`config.mk`:
```
export PLATFORM = sky130hd
export DESIGN_NAME = gpf_framer
export DESIGN_NICKNAME = d
export VERILOG_FILES = /design/src/rtl/gpf_pkg.sv /design/src/rtl/gpf_len_lut.sv /design/src/rtl/gpf_pkt_buf.sv /design/src/rtl/gpf_shadow.sv /design/src/rtl/gpf_framer.sv
export SDC_FILE = /design/constraint.sdc
export NUM_CORES = 1
export LEC_CHECK = 0
export ABC_AREA = 1
export BUFFER_PORTS_ARGS = -buffer_cell sky130_fd_sc_hd__buf_2
export CORE_MARGIN = 2
export CORE_UTILIZATION = 50
export DETAILED_ROUTE_END_ITERATION = 10
export GPL_ROUTABILITY_DRIVEN = 0
export GPL_TIMING_DRIVEN = 0
export PLACE_DENSITY = 0.7
export SETUP_SLACK_MARGIN = 0.3
export SLEW_MARGIN = 20
export SYNTH_ARGS = -nofsm -noshare
export SYNTH_HDL_FRONTEND = slang
export SYNTH_SLANG_ARGS = --single-unit
```
`constraint.sdc`:
```
create_clock -name clk -period 4.4 [get_ports clk]
set_input_delay 0.66 -clock clk [delete_from_list [all_inputs] [get_ports clk]]
set_output_delay 0.66 -clock clk [all_outputs]
set_load 0.1 [all_outputs]
```
`src/rtl/gpf_pkg.sv`:
```
package gpf_pkg;

  localparam int unsigned OP_W  = 8;
  localparam int unsigned TEX_W = 9;
  localparam int unsigned STAT_W = 13;

  localparam logic [OP_W-1:0] OP_IMG_WRITE = 8'hA0;
  localparam logic [OP_W-1:0] OP_IMG_READ  = 8'hC0;

  typedef enum logic [1:0] {
    ST_COLLECT,
    ST_DRAIN,
    ST_XSTART,
    ST_XWAIT
  } gpf_state_e;

  // Number of parameter words that follow the first word of a packet.
  function automatic logic [3:0] param_words(input logic [OP_W-1:0] op);
    logic [3:0] n;
    case (op[7:2])
      6'h08:                      n = 4'd3;
      6'h09:                      n = 4'd6;
      6'h0A:                      n = 4'd4;
      6'h0B:                      n = 4'd8;
      6'h0C:                      n = 4'd5;
      6'h0D:                      n = 4'd8;
      6'h0E:                      n = 4'd7;
      6'h0F:                      n = 4'd11;
      6'h10, 6'h11, 6'h18,
      6'h1D, 6'h1F:               n = 4'd2;
      6'h12, 6'h13, 6'h14,
      6'h15, 6'h19:               n = 4'd3;
      6'h16, 6'h17:               n = 4'd4;
      6'h1A, 6'h1C, 6'h1E:        n = 4'd1;
      default:                    n = 4'd0;
    endcase
    if (op == 8'h02 || op == OP_IMG_WRITE || op == OP_IMG_READ) n = 4'd2;
    if (op == 8'h80) n = 4'd3;
    return n;
  endfunction

endpackage

```
`src/rtl/gpf_len_lut.sv`:
```
module gpf_len_lut #(
  parameter int LEN_W = 5
) (
  input  logic [gpf_pkg::OP_W-1:0] op,
  output logic [LEN_W-1:0]         total
);
  assign total = LEN_W'(gpf_pkg::param_words(op)) + LEN_W'(1);
endmodule

```
`src/rtl/gpf_pkt_buf.sv`:
```
module gpf_pkt_buf #(
  parameter int W     = 32,
  parameter int DEPTH = 16,
  localparam int AW   = $clog2(DEPTH)
) (
  input  logic          clk,
  input  logic          wr_en,
  input  logic [AW-1:0] wr_addr,
  input  logic [W-1:0]  wr_data,
  input  logic          rd_en,
  input  logic [AW-1:0] rd_addr,
  output logic [W-1:0]  rd_data
);
  logic [W-1:0] mem [DEPTH];

  always_ff @(posedge clk) begin
    if (wr_en) mem[wr_addr] <= wr_data;
  end

  always_ff @(posedge clk) begin
    if (rd_en) rd_data <= mem[rd_addr];
  end
endmodule

```
`src/rtl/gpf_shadow.sv`:
```
module gpf_shadow #(
  parameter int W     = 32,
  parameter int N     = 8,
  parameter int TEX_W = 9,
  localparam int SEL_W = $clog2(N)
) (
  input  logic                          clk,
  input  logic                          rst,
  input  logic                          commit,
  input  logic [gpf_pkg::OP_W-1:0]      op,
  input  logic [W-1:0]                  word0,
  input  logic                          tex_en,
  input  logic [TEX_W-1:0]              tex_bits,
  output logic [N*W-1:0]                regs_flat,
  output logic [gpf_pkg::STAT_W-1:0]    status
);
  localparam logic [7:0] STORE_BASE = 8'hE0;

  logic store_hit;
  assign store_hit = commit && (op[7:SEL_W] == STORE_BASE[7:SEL_W]);

  for (genvar i = 0; i < N; i++) begin : g_sh
    localparam logic [31:0] RST32 = (32'hE0 + 32'(i)) << 24;
    logic [W-1:0] r;
    always_ff @(posedge clk) begin
      if (rst) begin
        r <= W'(RST32);
      end else if (store_hit && op[SEL_W-1:0] == SEL_W'(i)) begin
        r <= word0;
      end else if (i == 1 && commit && tex_en) begin
        r[TEX_W-1:0] <= tex_bits;
      end
    end
    assign regs_flat[i*W +: W] = r;
  end

  assign status = {g_sh[6].r[1:0], g_sh[1].r[10:0]};
endmodule

```
`src/rtl/gpf_framer.sv`:
```
module gpf_framer #(
  parameter int DATA_W = 32,
  parameter int DEPTH  = 16,
  localparam int NUM_SH = 8,
  localparam int IDX_W  = $clog2(DEPTH),
  localparam int LEN_W  = IDX_W + 1
) (
  input  logic                        clk,
  input  logic                        rst,
  input  logic                        in_valid,
  input  logic [DATA_W-1:0]           in_data,
  output logic                        in_ready,
  output logic                        out_valid,
  output logic [DATA_W-1:0]           out_data,
  output logic                        out_last,
  input  logic                        out_ready,
  output logic                        xfer_start,
  output logic                        xfer_read,
  output logic [DATA_W-1:0]           xfer_pos,
  output logic [DATA_W-1:0]           xfer_size,
  input  logic                        xfer_busy,
  output logic [gpf_pkg::STAT_W-1:0]  status,
  output logic [NUM_SH*DATA_W-1:0]    shadow_regs,
  output logic                        frame_dirty
);
  import gpf_pkg::*;

  gpf_state_e        state;
  logic [IDX_W-1:0]  wr_idx;
  logic [LEN_W-1:0]  rd_idx;
  logic [LEN_W-1:0]  len_q;
  logic [OP_W-1:0]   op_q;
  logic [DATA_W-1:0] w0_q;
  logic [TEX_W-1:0]  tex_q;

  logic              accept, first_word, is_final, is_xfer, is_tex, tex_hit, dirty_op, rd_en;
  logic [OP_W-1:0]   cur_op;
  logic [LEN_W-1:0]  lut_len, cur_len;
  logic [IDX_W-1:0]  tex_idx;
  logic [DATA_W-1:0] word0_now;
  logic [TEX_W-1:0]  tex_now;

  assign in_ready   = (state == ST_COLLECT);
  assign accept     = in_valid && in_ready;
  assign first_word = (wr_idx == '0);
  assign cur_op     = first_word ? in_data[DATA_W-1 -: OP_W] : op_q;
  assign cur_len    = first_word ? lut_len : len_q;
  assign is_final   = accept && (LEN_W'(wr_idx) + LEN_W'(1) == cur_len);
  assign is_xfer    = (cur_op == OP_IMG_WRITE) || (cur_op == OP_IMG_READ);
  assign is_tex     = ((cur_op & 8'hF4) == 8'h24) || ((cur_op & 8'hF4) == 8'h34);
  assign tex_idx    = ((cur_op & 8'hF4) == 8'h24) ? IDX_W'(4) : IDX_W'(5);
  assign tex_hit    = accept && is_tex && (wr_idx == tex_idx);
  assign tex_now    = tex_hit ? in_data[TEX_W-1:0] : tex_q;
  assign word0_now  = first_word ? in_data : w0_q;
  assign dirty_op   = (cur_op >= 8'h02) && (cur_op <= 8'hBF);
  assign rd_en      = (state == ST_DRAIN) && (!out_valid || out_ready) && (rd_idx < len_q);

  gpf_len_lut #(.LEN_W(LEN_W)) len_i (
    .op    (in_data[DATA_W-1 -: OP_W]),
    .total (lut_len)
  );

  gpf_pkt_buf #(.W(DATA_W), .DEPTH(DEPTH)) buf_i (
    .clk     (clk),
    .wr_en   (accept),
    .wr_addr (wr_idx),
    .wr_data (in_data),
    .rd_en   (rd_en),
    .rd_addr (rd_idx[IDX_W-1:0]),
    .rd_data (out_data)
  );

  gpf_shadow #(.W(DATA_W), .N(NUM_SH), .TEX_W(TEX_W)) shadow_i (
    .clk       (clk),
    .rst       (rst),
    .commit    (is_final),
    .op        (cur_op),
    .word0     (word0_now),
    .tex_en    (is_tex),
    .tex_bits  (tex_now),
    .regs_flat (shadow_regs),
    .status    (status)
  );

  always_ff @(posedge clk) begin
    if (rst) begin
      state       <= ST_COLLECT;
      wr_idx      <= '0;
      rd_idx      <= '0;
      len_q       <= '0;
      op_q        <= '0;
      w0_q        <= '0;
      tex_q       <= '0;
      out_valid   <= 1'b0;
      out_last    <= 1'b0;
      xfer_start  <= 1'b0;
      xfer_read   <= 1'b0;
      xfer_pos    <= '0;
      xfer_size   <= '0;
      frame_dirty <= 1'b0;
    end else begin
      frame_dirty <= is_final && dirty_op;
      xfer_start  <= 1'b0;
      case (state)
        ST_COLLECT: begin
          if (accept) begin
            if (first_word) begin
              op_q  <= in_data[DATA_W-1 -: OP_W];
              w0_q  <= in_data;
              len_q <= lut_len;
            end
            if (tex_hit) tex_q <= in_data[TEX_W-1:0];
            if (is_xfer && wr_idx == IDX_W'(1)) xfer_pos  <= in_data;
            if (is_xfer && wr_idx == IDX_W'(2)) xfer_size <= in_data;
            if (is_final) begin
              wr_idx <= '0;
              rd_idx <= '0;
              if (is_xfer) begin
                state      <= ST_XSTART;
                xfer_start <= 1'b1;
                xfer_read  <= (cur_op == OP_IMG_READ);
              end else begin
                state <= ST_DRAIN;
              end
            end else begin
              wr_idx <= wr_idx + IDX_W'(1);
            end
          end
        end
        ST_DRAIN: begin
          if (!out_valid || out_ready) begin
            if (rd_idx < len_q) begin
              out_valid <= 1'b1;
              out_last  <= (rd_idx == len_q - LEN_W'(1));
              rd_idx    <= rd_idx + LEN_W'(1);
            end else begin
              out_valid <= 1'b0;
              out_last  <= 1'b0;
              state     <= ST_COLLECT;
            end
          end
        end
        ST_XSTART: state <= ST_XWAIT;
        ST_XWAIT:  if (!xfer_busy) state <= ST_COLLECT;
        default:   state <= ST_COLLECT;
      endcase
    end
  end
endmodule

```
==> results.md <==
* Run status: finished clean
* Register area at 24100 um^2
* Insertion delay to the later sink of the worst-skew pair at 0.67 ns
* Cell accounting for the most synthesized area: edfxtp_1
* #FFs+latches synth at between 900 and 1k
* Ratio of cells with drive above 1 in the final layout at between 10% and 20%
* Final hold vios at 0
* Maximum number of pins on one net before global-route repair at 26
* PortBufs at approximately 410
* Routed Wire Length at around 130000 um
* Total number of vias at approximately 31k
* CTS resizes at 0
* Vias per cell at between 6 and 7
* Fin nets at roughly 4k
* Dominant synthesized flop cell: edfxtp_1
* Synth cell types at 43
* Worst Path Max Fanout at 24
* Mapped Nets at roughly 3.5k
* VDD IR max at roughly 0.00042 V
* Sequential share of the synthesized area at 65.7%
* WS Path Type: flip-flop to flip-flop
* Wire per inst at ~26 um
* Top cells by area, synth: edfxtp_1, dfxtp_1, o21ai_0
* Initial DRC count at 4207
* Post-route clock skew at 0.0327 ns
* Fin crit period at slightly below 4 ns
* First-pass DRT Iterations at 6
* Slew Limit Fails at 0
* Longest Clk Path Bufs at 3
* CTS Root Cell: clkbuf_16
* HP Class: input pin to flip-flop
* Top post-synthesis cells by count: edfxtp_1, nand2_1, nor2_1
* Worst-Margin Slew at 1.27 ns
* CP required at between 4 and 5 ns
* Die Area at 75600 um^2
* Cells after Synth at 3455
* Ys async rst share at 0%
* Layout Cells excl Fill at 5034
* First-pass GRT wire length at 186000 um
* Rel. slew slack at between 10% and 20%
* CP endpoint kind: flip-flop
* Detail Route Antenna Nets at 0
* Setup tns final at 0 ns
* Vias in the first global route at ~29k
* Fmax at approximately 260 MHz
* EDFF count, synth at 544
* Hold buffers post-CTS at 0
* Placed Cells at between 4k and 5k
* Overall Power at between 20 and 30 mW
* Final setup margin at ~0.52 ns
* Filler cells at about 6.0k
* Static Leakage at 16.2 nW
* Starting Density at just over 50%
* Core ar. at between 70000 and 80000 um^2
* GR Overflow Total at 0
* CP startpoint kind: flip-flop
* Netlist Area Pre-Place at 36700 um^2
* Count leader, synth: edfxtp_1
* Post-CTS setup buffers at 0
* Die H at 275 um
* H-tree depth at 3
* TritonCTS buffer count at 95
* Pre-CTS setup slack at -0.0496 ns
* Total GRT Usage at 33.6%
* Core Util, Final at approximately 60%
* Initial antenna violation count at 4
* Synth warnings at 0
* Crit path DAT at 4.23 ns
* Multi-input gate area at between 10000 and 15000 um^2
* Post-detail-place hpwl at 89300 um
* RSZ-0062 raised after global routing: false
* Synthesized area per cell at 10.6 um^2
* DRC viols at 0
* Final period util at 88.2%
* Pwr Density at ~570 nW/um^2
* # rows at between 90 and 100
* Boundary pin count at 408
* Final setup viols at 0
* CTS Sinks at 934
* Area delta synth->final at 19.2%
* Die width at 275 um
* Worst-path clk slew at ~0.06 ns
* CTS tree: done
* Max Cap Viol at 0
* Post-synth top area share at between 40 and 50%
stage by stage:
| stage | area [um^2] | hold slack (ns) |
|---|---|---|
| 4_1_cts | 43700 | 0.321 |
| 6_report | 43800 | 0.340 |
| 3_5_place_dp | 40700 | 0.436 |
| 2_1_floorplan | 36700 | 0.427 |
| 3_3_place_gp | 40000 | 0.434 |
| 5_1_grt | 43800 | 0.376 |
kinds of logic after synthesis:
family                     synth area share (%)
and+or+nand+nor                            14.4
adders and majority gates                 0.545
DFF                                        65.7
AOI/OAI and AO/OA                          14.0
xor gates and xnor gates                  0.215
buffers and inverters                      5.05
cell usage in the layout (no fill, tap or decap), drive strengths merged, types with 11 or more instances in the layout:
cell type	n
nand4	221
nand3	67
or2	11
o211ai	71
a21oi	288
o221ai	89
o21ai	408
clkbuf	287
o22ai	40
ha	16
edfxtp	544
buf	563
dfxtp	390
nand2	443
clkinv	33
inv	119
nor2	433
worst max-delay path, stage by stage, from the launching register on:
cell      delay, ns
dfxtp_1        0.49
inv_2          0.22
clkbuf_1       0.53
clkbuf_1       0.70
ha_1           0.28
inv_1          0.05
a21oi_1        0.12
nor2_1         0.05
o21a_1         0.16
o21ai_0        0.16
nand2_1        0.14
nor2_4         0.38
buf_12         0.24
layer usage:
metal  GRT usage, %  share of wire, %  routed length (um)  vias to the layer above
li1               -                 -                   -                    13500
met1           42.9                36               47100                    14600
met2           52.5                45               58900                     2083
met3           7.62                12               15600                      455
met4           20.2               6.8                8840                        2
met5              0             0.010                  13                        -
sequential cells by signal, summed over array words and instances (netlist names), 8 cells and up:
signal           cells
xfer_pos            32
shadow_i.g_sh.r    256
tex_q                9
buf_i.rd_data       32
buf_i.mem          512
w0_q                32
xfer_size           32
op_q                 8
final cells by class:
cell class	instances	area share [%]
Buffer	288	3.25
Tap cell	959	2.74
Multi-Input combinational cell	2118	24.8
Antenna cell	5	0.0286
Inverter	115	0.998
Clock buffer	121	5.89
Clock inverter	52	1.06
Timing Repair Buffer	442	6.10
Sequential cell	934	55.2
final timing paths:
path	slack (ns)	from	to	depth (start not counted)
min reg2reg	0.45	shadow_i.g_sh[1].r[13]$_SDFFE_PP0N_	shadow_i.g_sh[1].r[13]$_SDFFE_PP0N_	2
max	0.52	rd_idx[0]$_SDFFE_PP0P_	buf_i.rd_data[16]$_DFFE_PP_	12
max reg2reg	0.52	rd_idx[0]$_SDFFE_PP0P_	buf_i.rd_data[16]$_DFFE_PP_	12
min	0.34	xfer_busy	state[1]$_SDFFE_PP0P_	3
power breakdown:
part / internal (mW) / leakage [nW] / switching (mW)
registers: 9.69 / 8.06 / 0.156
clock network: 4.51 / 1.47 / 3.49
logic: 1.58 / 6.64 / 5.73
Note: power is estimated with default switching activity, not from simulation.
